$ cat src/rtl/interval_timer_pkg.sv
// Shared definitions for the interval timer.
// Assumes a 2-bit register address on the register port.
package interval_timer_pkg;
    typedef enum logic [1:0] {
        SEL_SCALE  = 2'd0,
        SEL_COUNT  = 2'd1,
        SEL_PERIOD = 2'd2,
        SEL_NONE   = 2'd3
    } reg_sel_e;
endpackage

$ cat src/rtl/interval_timer_regs.sv
// Register file: holds scale and period, decodes the count write strobe and
// drives the combinational read mux. Assumes SCALE_W <= DATA_W.
module interval_timer_regs
    import interval_timer_pkg::*;
#(
    parameter int SCALE_W = 8,
    parameter int DATA_W  = 16
) (
    input  logic               clk,
    input  logic               rst_n,
    input  logic               wr_en,
    input  logic [1:0]         addr,
    input  logic [DATA_W-1:0]  wdata,
    input  logic [DATA_W-1:0]  count_val,
    output logic [SCALE_W-1:0] scale_q,
    output logic [DATA_W-1:0]  period_q,
    output logic               count_wr,
    output logic [DATA_W-1:0]  rdata
);
    reg_sel_e sel;
    assign sel = reg_sel_e'(addr);

    // Decode the count write strobe for the down-counter.
    always_comb count_wr = wr_en && (sel == SEL_COUNT);

    // Store scale and period on writes.
    always_ff @(posedge clk) begin
        if (!rst_n) begin
            scale_q  <= '0;
            period_q <= '0;
        end else if (wr_en) begin
            if (sel == SEL_SCALE)  scale_q  <= wdata[SCALE_W-1:0];
            if (sel == SEL_PERIOD) period_q <= wdata;
        end
    end

    // Select the read data from the addressed register.
    always_comb begin
        case (sel)
            SEL_SCALE:  rdata = DATA_W'(scale_q);
            SEL_COUNT:  rdata = count_val;
            SEL_PERIOD: rdata = period_q;
            default:    rdata = '0;
        endcase
    end
endmodule

$ cat src/rtl/interval_timer_prescaler.sv
// Prescaler: emits one tick every (scale+1) enabled cycles. Restarts on a
// rising enable and holds its state while disabled.
module interval_timer_prescaler #(
    parameter int SCALE_W = 8
) (
    input  logic               clk,
    input  logic               rst_n,
    input  logic               en,
    input  logic [SCALE_W-1:0] scale,
    output logic               tick
);
    logic [SCALE_W-1:0] remain_q;
    logic               en_q;
    logic               start;

    // A rising enable starts a fresh division period.
    always_comb start = en && !en_q;

    // Tick when the remaining-cycle count is exhausted.
    always_comb tick = en && (start ? (scale == '0) : (remain_q == '0));

    // Advance, reload or restart the remaining-cycle counter.
    always_ff @(posedge clk) begin
        if (!rst_n) begin
            remain_q <= '0;
            en_q     <= 1'b0;
        end else begin
            en_q <= en;
            if (tick)       remain_q <= scale;
            else if (start) remain_q <= scale - 1'b1;
            else if (en)    remain_q <= remain_q - 1'b1;
        end
    end
endmodule

$ cat src/rtl/interval_timer_downcount.sv
// Down-counter with period reload and a one-cycle interrupt pulse.
// Assumes tick is low whenever the timer is disabled.
module interval_timer_downcount #(
    parameter int CNT_W = 16
) (
    input  logic             clk,
    input  logic             rst_n,
    input  logic             tick,
    input  logic             load,
    input  logic [CNT_W-1:0] load_val,
    input  logic [CNT_W-1:0] period,
    output logic [CNT_W-1:0] count_q,
    output logic             irq_q
);
    logic wrap;

    // A tick on a zero count triggers a reload.
    always_comb wrap = tick && (count_q == '0);

    // Update the count; a software load has the highest priority.
    always_ff @(posedge clk) begin
        if (!rst_n)     count_q <= '0;
        else if (load)  count_q <= load_val;
        else if (wrap)  count_q <= period;
        else if (tick)  count_q <= count_q - 1'b1;
    end

    // Pulse the interrupt in the cycle the reloaded value appears.
    always_ff @(posedge clk) begin
        if (!rst_n) irq_q <= 1'b0;
        else        irq_q <= wrap && !load;
    end
endmodule

$ cat src/rtl/interval_timer.sv
// Top of the prescaled periodic interval timer: ties together the register
// file, prescaler and down-counter. Data width equals the count width.
module interval_timer #(
    parameter int SCALE_W = 8,
    parameter int CNT_W   = 16
) (
    input  logic             clk,
    input  logic             rst_n,
    input  logic             en,
    input  logic             wr_en,
    input  logic [1:0]       addr,
    input  logic [CNT_W-1:0] wdata,
    output logic [CNT_W-1:0] rdata,
    output logic             irq
);
    localparam int DATA_W = CNT_W;

    logic [SCALE_W-1:0] scale_q;
    logic [CNT_W-1:0]   period_q;
    logic [CNT_W-1:0]   count_q;
    logic               count_wr;
    logic               tick;

    interval_timer_regs #(.SCALE_W(SCALE_W), .DATA_W(DATA_W)) u_regs (
        .clk(clk), .rst_n(rst_n), .wr_en(wr_en), .addr(addr), .wdata(wdata),
        .count_val(count_q), .scale_q(scale_q), .period_q(period_q),
        .count_wr(count_wr), .rdata(rdata)
    );

    interval_timer_prescaler #(.SCALE_W(SCALE_W)) u_pre (
        .clk(clk), .rst_n(rst_n), .en(en), .scale(scale_q), .tick(tick)
    );

    interval_timer_downcount #(.CNT_W(CNT_W)) u_cnt (
        .clk(clk), .rst_n(rst_n), .tick(tick), .load(count_wr),
        .load_val(wdata), .period(period_q), .count_q(count_q), .irq_q(irq)
    );
endmodule

$ cat config.mk
export PLATFORM = sky130hd
export DESIGN_NAME = interval_timer
export DESIGN_NICKNAME = d
export VERILOG_FILES = /design/src/rtl/interval_timer_pkg.sv /design/src/rtl/interval_timer_regs.sv /design/src/rtl/interval_timer_prescaler.sv /design/src/rtl/interval_timer_downcount.sv /design/src/rtl/interval_timer.sv
export SDC_FILE = /design/constraint.sdc
export NUM_CORES = 1
export LEC_CHECK = 0
export ABC_AREA = 1
export BUFFER_PORTS_ARGS = -buffer_cell sky130_fd_sc_hd__buf_2
export CELL_PAD_IN_SITES_DETAIL_PLACEMENT = 0
export CELL_PAD_IN_SITES_GLOBAL_PLACEMENT = 1
export CORE_MARGIN = 3
export CORE_UTILIZATION = 44
export CTS_CLUSTER_DIAMETER = 30
export DETAILED_ROUTE_END_ITERATION = 16
export GPL_ROUTABILITY_DRIVEN = 0
export PLACE_DENSITY_LB_ADDON = 0.1
export SLEW_MARGIN = 10
export SYNTH_ARGS = -nofsm -noshare
export SYNTH_HDL_FRONTEND = slang
export SYNTH_HIERARCHICAL = 1
export SYNTH_SLANG_ARGS = --single-unit
$ cat constraint.sdc
create_clock -name clk -period 3.38 [get_ports clk]
set_input_delay 0.676 -clock clk [delete_from_list [all_inputs] [get_ports clk]]
set_output_delay 0.676 -clock clk [all_outputs]
set_load 0.02 [all_outputs]
== Word-level counts from Yosys, hierarchy flattened ==
Index checks and enable logic that the tools add are counted.

* Logic and storage cells: 34
* Output and inout bits: 17
* Input bits: 22
* Flip-flop bits (word level): 50

* Eq/ne operators: 2
* Multiplexer cells: 8
* $add $sub $neg: 3
* Reduce and logical (&&, ||, !) cells: 15

{| class="wikitable"
|+ Operators with widths
! cell !! count
|-
| $mux W16 || 3
|-
| $pmux W16 S3 || 1
|-
| $mux W8 || 3
|-
| $logic_not A16 Y1 || 1
|-
| $logic_not A8 Y1 || 2
|-
| $sub A16 B1 Y16 const B || 1
|-
| $sub A8 B1 Y8 const B || 2
|-
| $reduce_bool A3 Y1 || 2
|-
| $logic_and A1 B1 Y1 || 5
|-
| $reduce_and A2 Y1 || 2
|-
| $eq A2 B1 Y1 const B || 1
|-
| $eq A2 B2 Y1 const B || 1
|-
| $logic_not A1 Y1 || 2
|-
| $logic_not A2 Y1 || 1
|-
| $mux W1 || 1
|}

== Longest topological paths before layout ==
* Depth after elaboration: 7
* Mapped depth: 15
* Gate-level depth less buffers: 15

== Hierarchy ==
The synthesis kept the hierarchy.

{| class="wikitable"
|+ By module, submodules not included
! module !! times used !! area an instance (um^2) !! cells each
|-
| interval_timer_downcount || 1 || 1,291.2 || 194
|-
| interval_timer_regs || 1 || 1,228.7 || 201
|-
| interval_timer_prescaler || 1 || 813.3 || 139
|}

== Worst setup path after synthesis ==
OpenSTA, ideal clock, no wires.

* Path type: input -> output
* Start point: input port addr[0]
* End point: output port rdata[11]
* Path slack: 1,181 ps
* Arrival time: 1,523 ps
* Path buffers: 1
* Cell stages on the path: 4
* Path through: inv_1 nand2_1 buf_2 o21ai_0

* Word-level cells in the longest chain between the ends: 2
* Elaborated cells on any way between the ends: 4

{| class="wikitable"
|+ RTL lines
! item !! RTL line !! RTL
|-
| start, declared || interval_timer.sv:11 || <nowiki>input logic [1:0] addr,</nowiki>
|-
| $eq A2 B2 Y1, or another cell as far along || interval_timer_regs.sv:39 || <nowiki>case (sel)</nowiki>
|-
| $pmux W16 S3 (*) || interval_timer_regs.sv:39 ||
|-
| end, declared || interval_timer.sv:13 || <nowiki>output logic [CNT_W-1:0] rdata,</nowiki>
|}

Mark *: on every way between the ends. The rest lies on a longest branch, timed or not.

== Final worst setup path ==
* Start point: input port addr[0]
* End point: output port rdata[10]

Same word-level chain as after synthesis.

==> results by group <==
Power and ir drop
  • Power Dens Cells: approximately 500 nW/um2
  • Switch share: about two fifths
  • Leakage power: 1.78 nW
  • Clock Power Share: between 20% and 30%
  • Comb pwr share: about 38%
  • Cell Int Power: 1.12 mW
  • Switching power: 709 uW
  • Reg power frac: 39.4%
  • Max VDD drop: approximately 0.23 mV

Final layout
  • Share of cells above drive strength 1: between 10% and 20%
  • Area growth syn-to-layout: 10.1%
  • Nets@finish: approximately 590
  • Area of the multi-input gates: around 2000 um2
  • Register area: 1000 um2
  • # fillers: 826
  • # diodes: 0
  • Finished Layout Cells: ~660

GRT
  • GRT Residual Overflow: 0
  • All-Layer GR Usage: between 20 and 25%
  • Met2 usage: between 30% and 40%
  • Global-route wire length before repair: 15200 um
  • Pin count of the biggest net entering global routing: 33
  • Number of global-route vias before repair: between 3000 and 4000
  • Initial antenna violation count: 0
  • Top Usage Layer GRT: met2
  • Met1 Track Usage GR: 31.2%
  • Global Route met3 Usage: approximately 3.5%

Min path
  • HP Class: register to register
  • Hold path start: u_pre/remain_q[5]$_SDFFE_PN0P_

Floorplan
  • Core area: around 7300 um2
  • Full die area: just under 9000 um2
  • Starting Density: between 40% and 50%
  • Boundary Pins: 39
  • Die span in x: around 93 um
  • Num rows: 31
  • Die height: slightly above 90 um

Timing
  • Skew final: between 10 and 15 ps
  • Final Hold Vio Count: 0
  • RSZ-0062 raised after global routing: false
  • Minimum clock period: 2580 ps
  • FMAX: between 0.3 and 0.4 GHz
  • Final Max Tran Viols: 0
  • Worst slew pin tran: roughly 730 ps
  • Slew margin rel.: approximately half
  • Fin Setup TNS: 0 ps
  • Fin crit share: roughly 76%
  • Final setup fails: 0

Route
  • DRT iter0 DRCs: around 220
  • Via-to-Cell Ratio: 5.15
  • 1st-pass router iterations: 4
  • Routed WL: roughly 9400 um
  • DR DRC count: 0
  • Drt wl/cell: between 10 and 15 um
  • Via count: between 3000 and 4000
  • DRT antenna net count: 0

Logic synthesis
  • Flops & latches, synth: 50
  • Synthesized cell area: between 3000 and 4000 um2
  • Cells after Synth: about 530
  • Post-synth EDFFs: 0
  • Predominant post-synthesis flop cell: dfxtp_1
  • Syn nets: 558
  • XOR/XNOR Fraction of Synth Area: roughly 1.8%
  • Top cells by area, synth: dfxtp_1 (30%), nand2_1 (18%), nor2_1 (8.9%)
  • Synth Area in Compound Gates: between 10% and 20%
  • Adder-Cell Fraction of Synth Area: less than 1%
  • Yosys warning count: 6
  • Number of distinct library cells after synthesis: 32
  • Cell taking the most area after synthesis: dfxtp_1
  • Top-area cell type share of the netlist area: 30.0%
  • Most numerous cell in the Yosys netlist: nand2_1
  • Largest family of logic cells by synthesized area: simple AND/OR/NAND/NOR gates
  • Synth top cells by count: nand2_1 (156), nor2_1 (79), inv_1 (58)
  • Post-synthesis sequential area ratio: around 30%
  • Post-Synth Simple-Gate Area: 40.5%
  • Mux share of post-synthesis cell area: 0%
  • Post-synth ARST share: 0%
  • Avg Cell Area, Syn: ~6.2 um2

Setup path
  • Crit-path most repeated cell: buf_2
  • FF-to-FF Start: u_regs/scale_q[3]$_SDFFE_PN0P_
  • CP endpoint kind: output port
  • Worst path cell trace: buf_2, inv_1, nand2_1, o21ai_0, buf_2
  • Slowest stage delay, CP: around 450 ps
  • CP startpoint kind: input pin
  • CP Class: input pin to output port
  • CP Max Fanout: 16
  • CP required: 2700 ps
  • Crit path DAT: between 1500 and 2000 ps
  • Worst Setup SP: addr[0]
  • Slowest-stage cell, CP: nand2_1

Clock network
  • CTS clk-pin slew, worst paths: approximately 80 ps
  • Worst-Skew Late Latency: about 300 ps
  • # Post-CTS Setup Buffers: 0
  • CTS tree: built
  • Hold_buf cts: 0
  • CTS Root Cell: clkbuf_8
  • Clock buffer count from CTS: 5
  • H-tree Lvls: 2
  • Max Buffers Root-to-Sink: 2
  • Post-CTS sizing: 0
  • Clock sinks: 50

Outcome
  • Outcome: complete, no violations

Placed design
  • DP HPWL: around 6700 um
  • Placed cells: 656
  • PortBufs: 38

Flow run
  • Maxcap violations: 0
-- power by group through the flow --
stage	sequential (mW)	combinational, mW	clock [mW]
after floorplan	0.713	0.551	0
after global placement	0.732	0.679	0
final	0.720	0.692	0.416
after CTS	0.719	0.690	0.435
after detailed placement	0.733	0.686	0
after global routing	0.729	0.780	0.459
-- layout by cell type (no fill, tap or decap), types with 3 or more instances in the layout --
master    instances
buf_2            38
nor2_2            5
nor2_4           11
nor2_1           79
nor3_1            3
clkbuf_8          5
dfxtp_1          50
buf_4             5
nand3b_1          6
o21ai_0          15
a21oi_1          41
inv_1            58
o211ai_1         16
nand2_2           8
inv_2             4
nand3_1          30
xor2_1            4
xnor2_1           3
a22oi_1          13
nand2_1         156
-- through the flow --
stage                     area (um2)  total power, mW  utilization, %  worst slack [ps]  hold slack (ps)
after global routing            3670             1.97            50.3               650              510
final                           3670             1.83            50.3               797              470
after CTS                       3670             1.84            50.3               779              475
after global placement          3560             1.41            48.9               891              456
after detailed placement        3560             1.42            48.9               792              463
after floorplan                 3330             1.26               -              1180              444
-- routing by layer --
layer	share of wire (%)	wire, um
met5	0	0
met2	45	4240
met4	0.82	77
met1	49	4610
met3	4.6	435
-- logic make-up after synthesis --
logic type,Yosys count
AOI/OAI and AO/OA,90
xor gates and xnor gates,7
adders and majority gates,2
buffers and inverters,82
DFF,50
and+or+nand+nor,303
-- sequential cells by signal, indices dropped and copies added, names as in the netlist --
name / count
u_cnt/count_q: 16
u_regs/period_q: 16
u_pre/remain_q: 8
u_regs/scale_q: 8
u_cnt/irq_q: 1
u_pre/en_q: 1
-- area by class of cell --
type                       instances  area share [%]
clock inverter                     1           0.818
inverter                          62            6.34
timing repair buffer              43            6.20
tap                               99            3.37
multi-input combinational        402            53.9
clock buffer                       7            2.08
sequential                        50            27.3
-- final timing paths --
path,cells past startpoint,to,slack [ps]
setup / recovery,5,rdata[10],800
hold / removal,2,u_pre/remain_q[5]$_SDFFE_PN0P_,470
setup reg to reg,13,u_cnt/count_q[13]$_SDFFE_PN0P_,850
hold reg to reg,2,u_pre/remain_q[5]$_SDFFE_PN0P_,470
-- critical path, delay by kind of cell --
family                 cells  cell delay (ps)
AND/OR/NAND/NOR            1              450
buffers and inverters      3              430
AO/OA/AOI/OAI              1              350
Note: power is estimated with default switching activity, not from simulation.
